File: config.mk
export PLATFORM = sky130hd
export DESIGN_NAME = card_uart
export DESIGN_NICKNAME = d
export VERILOG_FILES = /design/src/rtl/card_uart_pkg.sv /design/src/rtl/card_baud.sv /design/src/rtl/card_tx.sv /design/src/rtl/card_rx.sv /design/src/rtl/card_uart.sv
export SDC_FILE = /design/constraint.sdc
export NUM_CORES = 1
export LEC_CHECK = 0
export BUFFER_PORTS_ARGS = -buffer_cell sky130_fd_sc_hd__buf_2
export CAP_MARGIN = 20
export CORE_ASPECT_RATIO = 0.8
export CORE_MARGIN = 4
export CORE_UTILIZATION = 45
export DETAILED_ROUTE_END_ITERATION = 7
export MAX_ROUTING_LAYER = met4
export SLEW_MARGIN = 20
export SYNTH_ARGS = -nofsm -noshare
export SYNTH_HDL_FRONTEND = slang
export SYNTH_SLANG_ARGS = --single-unit
File: constraint.sdc
create_clock -name clk -period 3.9 [get_ports clk]
set_input_delay 0.39 -clock clk [delete_from_list [all_inputs] [get_ports clk]]
set_output_delay 0.39 -clock clk [all_outputs]
set_load 0.03 [all_outputs]
File: src/rtl/card_uart_pkg.sv
package card_uart_pkg;
  localparam int OSR      = 16;
  localparam int OSR_W    = $clog2(OSR);
  localparam int CHAR_W   = 8;
  localparam int FRAME_W  = CHAR_W + 3;
  localparam int RXBITS_W = CHAR_W + 1;

  // source-clock period in input clocks for a prescaler select value
  function automatic logic [4:0] pre_period(input logic [3:0] sel);
    return (sel == 4'd0) ? 5'd1 : {sel, 1'b0};
  endfunction

  function automatic logic [CHAR_W-1:0] flip(input logic [CHAR_W-1:0] d);
    logic [CHAR_W-1:0] r;
    for (int i = 0; i < CHAR_W; i++) r[i] = d[CHAR_W-1-i];
    return r;
  endfunction

  // line image of a frame, element 0 goes out first
  function automatic logic [FRAME_W-1:0] frame_of(input logic [CHAR_W-1:0] d, input logic inv);
    logic [CHAR_W-1:0] body;
    body = inv ? ~flip(d) : d;
    // inverting eight bits keeps their xor, so the wire parity bit is the xor of the body
    return {1'b1, ^body, body, 1'b0};
  endfunction

  // character from the line image of data bits, first received in bit 0
  function automatic logic [CHAR_W-1:0] char_of(input logic [CHAR_W-1:0] body, input logic inv);
    return inv ? flip(~body) : body;
  endfunction

  // over data plus parity the wire xor is zero for a good character in both conventions
  function automatic logic parity_bad(input logic [RXBITS_W-1:0] bits);
    return ^bits;
  endfunction
endpackage

File: src/rtl/card_baud.sv
module card_baud #(
  parameter int PRE_W = 4,
  parameter int DIV_W = 8
) (
  input  logic             clk,
  input  logic             rst_n,
  input  logic [PRE_W-1:0] pre_sel,
  input  logic [DIV_W-1:0] div_val,
  output logic             os_tick
);
  import card_uart_pkg::*;
  logic [4:0]       pre_cnt;
  logic [DIV_W-1:0] div_cnt;
  logic             src_tick;

  assign src_tick = (pre_cnt == pre_period(pre_sel) - 5'd1);
  assign os_tick  = src_tick && (div_cnt == div_val);

  always_ff @(posedge clk or negedge rst_n) begin
    if (!rst_n) begin
      pre_cnt <= '0;
      div_cnt <= '0;
    end else begin
      pre_cnt <= src_tick ? 5'd0 : pre_cnt + 5'd1;
      if (src_tick) div_cnt <= os_tick ? '0 : div_cnt + 1'b1;
    end
  end
endmodule

File: src/rtl/card_tx.sv
module card_tx (
  input  logic       clk,
  input  logic       rst_n,
  input  logic       os_tick,
  input  logic       inv,
  input  logic       enable,
  input  logic       block,
  input  logic       wr,
  input  logic [7:0] wdata,
  output logic       ready,
  output logic       line,
  output logic       done,
  output logic       start_evt,
  output logic       busy
);
  import card_uart_pkg::*;
  logic [CHAR_W-1:0]  hold;
  logic               hold_full;
  logic [FRAME_W-1:0] sh;
  logic [OSR_W-1:0]   oscnt;
  logic [3:0]         bitn;
  logic               bit_end;

  assign start_evt = os_tick && !busy && hold_full && enable && !block;
  assign bit_end   = busy && os_tick && (oscnt == OSR_W'(OSR-1));
  assign ready     = !hold_full;
  assign line      = busy ? sh[0] : 1'b1;

  always_ff @(posedge clk or negedge rst_n) begin
    if (!rst_n) begin
      hold <= '0; hold_full <= 1'b0; sh <= '1;
      oscnt <= '0; bitn <= '0; busy <= 1'b0; done <= 1'b0;
    end else begin
      done      <= 1'b0;
      hold_full <= (hold_full && !start_evt) || (wr && !hold_full);
      if (wr && !hold_full) hold <= wdata;
      if (start_evt) begin
        sh    <= frame_of(hold, inv);
        busy  <= 1'b1;
        oscnt <= '0;
        bitn  <= '0;
      end else if (busy && os_tick) begin
        oscnt <= oscnt + 1'b1;
        if (bit_end) begin
          if (bitn == 4'(FRAME_W-1)) begin
            busy <= 1'b0;
            done <= 1'b1;
          end else begin
            sh   <= {1'b1, sh[FRAME_W-1:1]};
            bitn <= bitn + 4'd1;
          end
        end
      end
    end
  end

  AST_TX_DONE_SINGLE: assert property (@(posedge clk) disable iff (!rst_n) done |=> !done);
  AST_TX_NEEDS_ENABLE: assert property (@(posedge clk) disable iff (!rst_n) $rose(busy) |-> $past(enable));
endmodule

File: src/rtl/card_rx.sv
module card_rx (
  input  logic       clk,
  input  logic       rst_n,
  input  logic       os_tick,
  input  logic       inv,
  input  logic       enable,
  input  logic       line,
  input  logic       rd,
  output logic [7:0] data,
  output logic       valid,
  output logic       irq,
  output logic       e_ovr,
  output logic       e_frm,
  output logic       e_par,
  output logic       pulse_low,
  output logic       tx_block
);
  import card_uart_pkg::*;
  logic                s1, s2, v0, v1, run, par_pend, maj;
  logic [OSR_W-1:0]    oscnt;
  logic [3:0]          bitidx;
  logic [RXBITS_W-1:0] sh, sh_next;
  logic [4:0]          pcnt;
  logic                vote_evt, done_evt, ovr_evt;

  assign maj       = (v0 & v1) | (v0 & s2) | (v1 & s2);
  assign vote_evt  = os_tick && run && (oscnt == OSR_W'(OSR/2 + 1));
  assign done_evt  = vote_evt && (bitidx == 4'(FRAME_W-1));
  assign ovr_evt   = done_evt && valid && !rd;
  assign sh_next   = {maj, sh[RXBITS_W-1:1]};
  assign pulse_low = (pcnt != 5'd0) && (pcnt <= 5'(OSR));
  assign tx_block  = par_pend || (pcnt != 5'd0);

  always_ff @(posedge clk or negedge rst_n) begin
    if (!rst_n) begin
      s1 <= 1'b1; s2 <= 1'b1; v0 <= 1'b1; v1 <= 1'b1; run <= 1'b0;
      oscnt <= '0; bitidx <= '0; sh <= '0; par_pend <= 1'b0; pcnt <= '0;
      data <= '0; valid <= 1'b0; irq <= 1'b0;
      e_ovr <= 1'b0; e_frm <= 1'b0; e_par <= 1'b0;
    end else begin
      s1  <= line;
      s2  <= s1;
      irq <= 1'b0;
      if (os_tick && pcnt != 5'd0) pcnt <= pcnt + 5'd1;
      if (rd) valid <= 1'b0;
      if (os_tick) begin
        if (!run) begin
          if (enable && !s2) begin
            run <= 1'b1; oscnt <= OSR_W'(1); bitidx <= '0;
          end
        end else begin
          oscnt <= oscnt + 1'b1;
          if (oscnt == OSR_W'(OSR/2 - 1)) v0 <= s2;
          if (oscnt == OSR_W'(OSR/2))     v1 <= s2;
          if (oscnt == OSR_W'(OSR-1))     bitidx <= bitidx + 4'd1;
        end
      end
      if (vote_evt) begin
        if (bitidx == 4'd0) begin
          if (maj) run <= 1'b0;
        end else if (!done_evt) begin
          sh <= sh_next;
          if (bitidx == 4'(RXBITS_W) && parity_bad(sh_next)) par_pend <= 1'b1;
        end else begin
          run      <= 1'b0;
          e_frm    <= !maj;
          e_par    <= par_pend;
          par_pend <= 1'b0;
          if (par_pend) pcnt <= 5'd1;
          e_ovr    <= ovr_evt;
          if (!ovr_evt) begin
            data  <= char_of(sh[CHAR_W-1:0], inv);
            valid <= 1'b1;
            irq   <= 1'b1;
          end
        end
      end
    end
  end

  AST_RX_VALID_WITH_IRQ: assert property (@(posedge clk) disable iff (!rst_n) $rose(valid) |-> irq);
  AST_OVR_SILENT: assert property (@(posedge clk) disable iff (!rst_n) e_ovr |-> !irq);
  AST_PULSE_AFTER_PARITY: assert property (@(posedge clk) disable iff (!rst_n) $rose(pulse_low) |-> e_par);
endmodule

File: src/rtl/card_uart.sv
module card_uart #(
  parameter int PRE_W = 4,
  parameter int DIV_W = 8
) (
  input  logic             clk,
  input  logic             rst_n,
  input  logic             conv_inverse,
  input  logic [PRE_W-1:0] baud_pre,
  input  logic [DIV_W-1:0] baud_div,
  input  logic             tx_enable,
  input  logic             tx_write,
  input  logic [7:0]       tx_data,
  output logic             tx_ready,
  input  logic             rx_enable,
  input  logic             rx_read,
  output logic [7:0]       rx_data,
  output logic             rx_valid,
  input  logic             line_in,
  output logic             line_out,
  output logic             tx_irq,
  output logic             rx_irq,
  output logic             err_overrun,
  output logic             err_frame,
  output logic             err_parity,
  output logic             err_sum
);
  logic os_tick, tx_line, tx_start, tx_busy, rx_pulse_low, tx_block;

  card_baud #(.PRE_W(PRE_W), .DIV_W(DIV_W)) u_baud (
    .clk(clk), .rst_n(rst_n), .pre_sel(baud_pre), .div_val(baud_div), .os_tick(os_tick)
  );

  card_tx u_tx (
    .clk(clk), .rst_n(rst_n), .os_tick(os_tick), .inv(conv_inverse), .enable(tx_enable),
    .block(tx_block), .wr(tx_write), .wdata(tx_data), .ready(tx_ready), .line(tx_line),
    .done(tx_irq), .start_evt(tx_start), .busy(tx_busy)
  );

  card_rx u_rx (
    .clk(clk), .rst_n(rst_n), .os_tick(os_tick), .inv(conv_inverse), .enable(rx_enable),
    .line(line_in), .rd(rx_read), .data(rx_data), .valid(rx_valid), .irq(rx_irq),
    .e_ovr(err_overrun), .e_frm(err_frame), .e_par(err_parity),
    .pulse_low(rx_pulse_low), .tx_block(tx_block)
  );

  assign line_out = tx_line & ~rx_pulse_low;
  assign err_sum  = err_overrun | err_frame | err_parity;

  AST_TX_NOT_IN_PULSE: assert property (@(posedge clk) disable iff (!rst_n)
    $rose(tx_busy) |-> !rx_pulse_low && !$past(rx_pulse_low));
  AST_START_OUTSIDE_BLOCK: assert property (@(posedge clk) disable iff (!rst_n)
    tx_start |=> !rx_pulse_low);
endmodule

# After elaboration in Yosys (flattened, before gate mapping)
# Cells that the tools add are included.
[word_totals]
register_bits = 84
input_bits = 28
output_inout_bits = 17
wordCells = 159
[op_classes]
n_addsub = 8
n_lt_le_gt_ge = 1
n_eq_ne = 12
mux = 52
bitwise = 14
reduce_logical = 47
[op_table]
columns = ["op", "count"]
rows = [
  ["2-to-1 mux 11 bit", 4],
  ["2-to-1 mux 4 bit", 11],
  ["2-to-1 mux 5 bit", 7],
  ["== test 4 bit, second input constant", 7],
  ["2-to-1 mux 1 bit", 27],
  ["2-to-1 mux 8 bit", 3],
  ["AND reduction 3 bit", 8],
  ["logical AND 1 bit", 18],
  ["adder 4 x 1 -> 4 bit, second input constant", 4],
  ["NOT 8 bit", 2],
  ["adder 5 x 1 -> 5 bit, second input constant", 2],
  ["nonzero test 2 bit", 5],
  ["parity 9 bit", 1],
  ["adder 8 x 1 -> 8 bit, second input constant", 1],
  ["== test 8 bit", 1],
  ["logical NOT 4 bit", 2],
  ["parity 8 bit", 1],
  ["logical NOT 1 bit", 7],
  ["== test 5 bit", 1],
  ["less-or-equal comparator 5 bit, second input constant", 1],
  ["nonzero test 5 bit", 1],
  ["subtractor 5 x 1 -> 5 bit, second input constant", 1],
  ["AND 1 bit", 4],
  ["== test 4 x 3 -> 1 bit, second input constant", 1],
  ["7 further kinds", 14],
]

# Longest topological paths before layout
[logic_depth]
word_depth = 14
mapped_depth = 9
mapped_depth_nobuf = 9

# Cells and area by module
# From an unflattened synthesis, not the netlist that was laid out.
[hier_totals]
cells_unflattened = 425
area_unflattened_um2 = 4433.0
[by_module_without_submodules]
columns = ["module", "n_inst", "cells_each", "area_each_um2", "seq_area_each_um2"]
rows = [
  ["card_rx", 1, 181, 2084.5, 1031.0],
  ["card_tx", 1, 142, 1426.4, 738.2],
  ["card_baud", 1, 100, 909.6, 325.3],
  ["card_uart", 1, 2, 12.5, 0.0],
]

# Worst setup path before layout
# No wires, ideal clock.
[synth_timing]
path_kind = "in2reg"
from = "input baud_pre[2]"
to = "register u_rx.sh[3]"
setup_time_ns = 0.125
arrival_ns = 2.247
required_ns = 3.775
setup_slack_ns = 1.528
path_stages = 7
n_path_buf = 1
cell_sequence = "buf_2 -> or4b_1 -> o21ai_0 -> and3_2 -> o2111ai_4 -> nor3_4 -> mux2_2"
[synth_between]
elab_chain_cells = 10
[synth_lines]
columns = ["item", "line", "source"]
rows = [
  ["start, declared", "card_uart.sv:8", "input logic [PRE_W-1:0] baud_pre,"],
  ["logical NOT 4 bit", "card_uart_pkg.sv:10", "return (sel == 4'd0) ? 5'd1 : {sel, 1'b0};"],
  ["2-to-1 mux 5 bit (*)", "card_uart_pkg.sv:10", ""],
  ["subtractor 5 x 1 -> 5 bit (*)", "card_baud.sv:16", "assign src_tick = (pre_cnt == pre_period(pre_sel) - 5'd1);"],
  ["== test 5 bit (*)", "card_baud.sv:16", ""],
  ["logical AND 1 bit (*)", "card_baud.sv:17", "assign os_tick = src_tick && (div_cnt == div_val);"],
  ["logical AND 1 bit (*) (2 in a row)", "card_rx.sv:27", "assign vote_evt = os_tick && run && (oscnt == OSR_W'(OSR/2 + 1));"],
  ["logical AND 1 bit", "card_rx.sv:28", "assign done_evt = vote_evt && (bitidx == 4'(FRAME_W-1));"],
  ["NOT 1 bit (no line)", "--", ""],
  ["AND reduction 3 bit (no line) (*)", "--", ""],
  ["end signal, assigned", "card_rx.sv:62", "sh <= sh_next;"],
  ["end, declared", "card_rx.sv:22", "logic [RXBITS_W-1:0] sh, sh_next;"],
]
# Mark *: on every way between the ends. The rest lies on a longest branch, timed or not.
# A chain may end at the register's enable or synchronous reset.

# Final worst setup path
[layout_timing]
from = "register u_baud.div_cnt[0]"
to = "register u_rx.data[4]"
[layout_between]
elab_chain_cells = 9
[layout_lines]
columns = ["item", "line", "source"]
rows = [
  ["start, declared", "card_baud.sv:13", "logic [DIV_W-1:0] div_cnt;"],
  ["start signal, assigned", "card_baud.sv:25", "if (src_tick) div_cnt <= os_tick ? '0 : div_cnt + 1'b1;"],
  ["== test 8 bit (*)", "card_baud.sv:17", ""],
  ["logical AND 1 bit (*)", "card_baud.sv:17", ""],
  ["logical AND 1 bit (*) (2 in a row)", "card_rx.sv:27", ""],
  ["logical AND 1 bit", "card_rx.sv:28", ""],
  ["logical AND 1 bit (2 in a row)", "card_rx.sv:29", "assign ovr_evt = done_evt && valid && !rd;"],
  ["NOT 1 bit (no line)", "--", ""],
  ["AND reduction 4 bit (no line) (*)", "--", ""],
  ["end signal, assigned", "card_rx.sv:72", "data <= char_of(sh[CHAR_W-1:0], inv);"],
  ["end, declared", "card_rx.sv:9", "output logic [7:0] data,"],
]
# Marks and branches as above.

==> reports/metrics.csv <==
stage,metric,value,unit
logic_synthesis,number of synthesized flops with an enable pin,0,
power_and_ir_drop,Pwr Density,423,nW/um^2
detailed_routing,First DRT Iteration DRCs,226,
hold_path,Hold Crit Class,input port to asynchronous set/reset pin,
cells_and_area,fillers,881,
clock_tree,H-Tree Depth,3,
cells_and_area,Area Overhead vs Synth,14.2,%
clock_tree,Root Buffer,clkbuf_16,
detailed_routing,# DRC,0,
logic_synthesis,Post-synth top cells,"dfrtp_1 (69), o21ai_0 (48), nand2_1 (31)",
sta,Rel. slew slack,45.6,%
die,die area,11500,um^2
placement,Port Buffers,44,
run_status,status,"finished, final reports clean",
logic_synthesis,Syn. warnings,0,
power_and_ir_drop,internal cell power,1.55,mW
power_and_ir_drop,Leakage,2.30,nW
power_and_ir_drop,switch share,27.7,%
cells_and_area,layout cells sized above 1,21.7,%
worst_setup_path,Critical Path AT,2.99,ns
clock_tree,"Reg clk slew, reported paths",0.06,ns
sta,RSZ-0062 raised after global routing,false,
global_route,initial antenna violation count,0,
clock_tree,worst-skew pair later-pin latency,0.33,ns
sta,fin crit share,71.1,%
logic_synthesis,Synth async-reset ratio,100,%
sta,Final Max Slew Viols,0,
logic_synthesis,syn_area_per_cell,10.2,um^2
die,Initial Utilization,46.0,%
die,Ports,45,
cells_and_area,n_diodes,0,
cells_and_area,multi-input logic area,2170,um^2
detailed_routing,Post-Route WL,8950,um
logic_synthesis,Synth area leader,dfrtp_1,
die,Core Region,9650,um^2
cells_and_area,Reg area,2090,um^2
detailed_routing,Routed Antenna Nets,0,
clock_tree,Setup Buffers After CTS,0,
logic_synthesis,synth top area cells,"dfrtp_1 (39%), dfstp_2 (8.3%), o21ai_0 (5.4%)",
placement,placed inst area,4800,um^2
flow_run,max_cap viols,0,
power_and_ir_drop,Psw,594,uW
logic_synthesis,mapped cell area,4440,um^2
logic_synthesis,"Top FF cell, synth",dfrtp_1,
power_and_ir_drop,total power,2.14,mW
worst_setup_path,nature of the critical path startpoint,flop,
cells_and_area,final non-filler cell total,620,
power_and_ir_drop,clock share of power,36.0,%
detailed_routing,via count,3327,
placement,post-DP HPWL,6400,um
power_and_ir_drop,Worst VDD drop,0.000218,V
cells_and_area,Nets,523,
worst_setup_path,data required time of the worst path,4.12,ns
sta,FMAX,361,MHz
clock_tree,CTS Buf Count,9,
sta,"Hold Violations, Final",0,
logic_synthesis,Mapped Cells,437,
clock_tree,CTS tree,done,
worst_setup_path,CP Capture Type,flop,
placement,gp weighted congestion,0.797,
global_route,vias in the first global route,3232,
logic_synthesis,cell with the most instances after synthesis,dfrtp_1,
clock_tree,Clock Path Buffers,2,
die,Chip Width,119,um
global_route,GRT overflow,0,
cells_and_area,post-route cell area,5070,um^2
global_route,GR Util All Layers,16.8,%
logic_synthesis,Seq cells post-synth,83,
worst_setup_path,CP Class,flop to flop,
clock_tree,CTS Sinks,83,
sta,fin crit period,2.77,ns
sta,worst slew pin tran,0.814,ns
worst_setup_path,CP max FO,13,
sta,Setup TNS,0,ns
logic_synthesis,Yosys cell types,52,
die,Die Y,96.8,um
power_and_ir_drop,Gate power share,16.4,%
logic_synthesis,area share of the largest cell type after synthesis,38.9,%
detailed_routing,WL/cell,14.4,um
global_route,first-pass GRT wire length,15500,um
worst_setup_path,reg2reg setup slack,1.13,ns
detailed_routing,vias per cell,5.37,
global_route,largest net degree at the start of global routing,54,
sta,Final Setup Violations,0,
power_and_ir_drop,sequential power share,47.6,%
sta,worst clock skew,0.00557,ns
cells_and_area,Final Core Density,52.5,%
logic_synthesis,syn_nets,480,
die,Site Rows,32,
clock_tree,hold buffer count at cts,0,
placement,Inst Count DP,605,
detailed_routing,Pre-Repair DR Iteration Count,5,
logic_synthesis,"Seq/Total Area, Yosys",47.2,%
clock_tree,post-CTS resize count,0,
[final cells by class]
class / instances / area share [%]
Multi-Input combinational cell: 311 / 42.8
Timing Repair Buffer: 51 / 5.43
Inverter: 24 / 1.78
Sequential cell: 83 / 41.3
Clock buffer: 10 / 4.72
Clock inverter: 5 / 0.593
Tap cell: 136 / 3.36
[per-layer routing]
layer | GRT usage (%) | vias up | share of wire [%]
met1 | 22.9 | 1636 | 49
li1 | - | 1635 | -
met3 | 4.32 | 6 | 3.5
met2 | 24.9 | 50 | 47
met4 | 4.81 | 0 | 0.84
met5 | - | - | 0
[path summary, 6_finish.rpt]
check / startpoint / end / depth (start not counted)
hold / removal: rst_n / u_baud.pre_cnt[1] / 1
setup / recovery: u_baud.div_cnt[0] / u_rx.data[4] / 7
min in group clk: line_in / u_rx.s1 / 1
hold reg to reg: u_rx.s1 / u_rx.s2 / 0
setup reg to reg: u_baud.div_cnt[0] / u_rx.data[4] / 7
max in group asynchronous: rst_n / u_rx.s2 / 2
[cells by family after synthesis]
| family | after synthesis | share of synthesized area [%] |
|---|---|---|
| muxes | 33 | 8.04 |
| AOI/OAI and AO/OA | 107 | 15.9 |
| DFF | 83 | 47.2 |
| buffers and inverters | 43 | 3.98 |
| and+or+nand+nor | 128 | 15.2 |
| xor gates and xnor gates | 28 | 5.53 |
| adders and majority gates | 15 | 4.23 |
[worst max-delay path, stage by stage (launching register included)]
cell,delay (ns)
dfrtp_1,0.43
xor2_1,0.16
nor4_1,0.32
and2_1,0.34
o2111a_1,0.54
buf_4,0.27
nand3b_2,0.23
mux2_2,0.35
[cell usage in the layout, fill, tap and decap left out, types with 4 or more instances in the layout]
master / count
a21oi_1: 13
a22o_1: 7
a32o_1: 5
and2_1: 10
and3_1: 5
buf_2: 43
buf_4: 8
clkbuf_16: 9
dfrtp_1: 69
dfstp_2: 14
ha_1: 15
inv_1: 24
mux2_2: 21
mux2i_1: 12
nand2_1: 31
nand2b_1: 9
nand3_1: 15
nand4_1: 6
nor2_1: 24
nor2b_1: 7
nor3_1: 6
o211ai_1: 5
o21ai_0: 48
o2bb2ai_1: 4
o31ai_1: 5
xnor2_1: 18
xor2_1: 10
[power groups by stage]
stage	logic, mW	clock network (mW)	registers, mW
after global placement	0.344	0	1.03
after floorplan	0.293	0	1.00
after CTS	0.356	0.796	1.02
after global routing	0.400	0.836	1.03
after detailed placement	0.354	0	1.03
final	0.352	0.771	1.02
[registers in the layout, indices dropped and copies added, names as in the netlist, 4 cells and up]
name / flops
u_rx.sh: 9
u_rx.oscnt: 4
u_baud.pre_cnt: 5
u_rx.bitidx: 4
u_baud.div_cnt: 8
u_tx.hold: 8
u_tx.oscnt: 4
u_rx.pcnt: 5
u_tx.sh: 10
u_tx.bitn: 4
u_rx.data: 8
[stage by stage]
stage | setup slack (ns) | hold WS, ns
2_1_floorplan | 1.53 | 0.0944
3_3_place_gp | 1.05 | 0.348
3_5_place_dp | 1.00 | 0.348
4_1_cts | 1.07 | 0.119
5_1_grt | 0.863 | 0.135
6_report | 1.13 | 0.100
(Power assumes the default switching activity.)
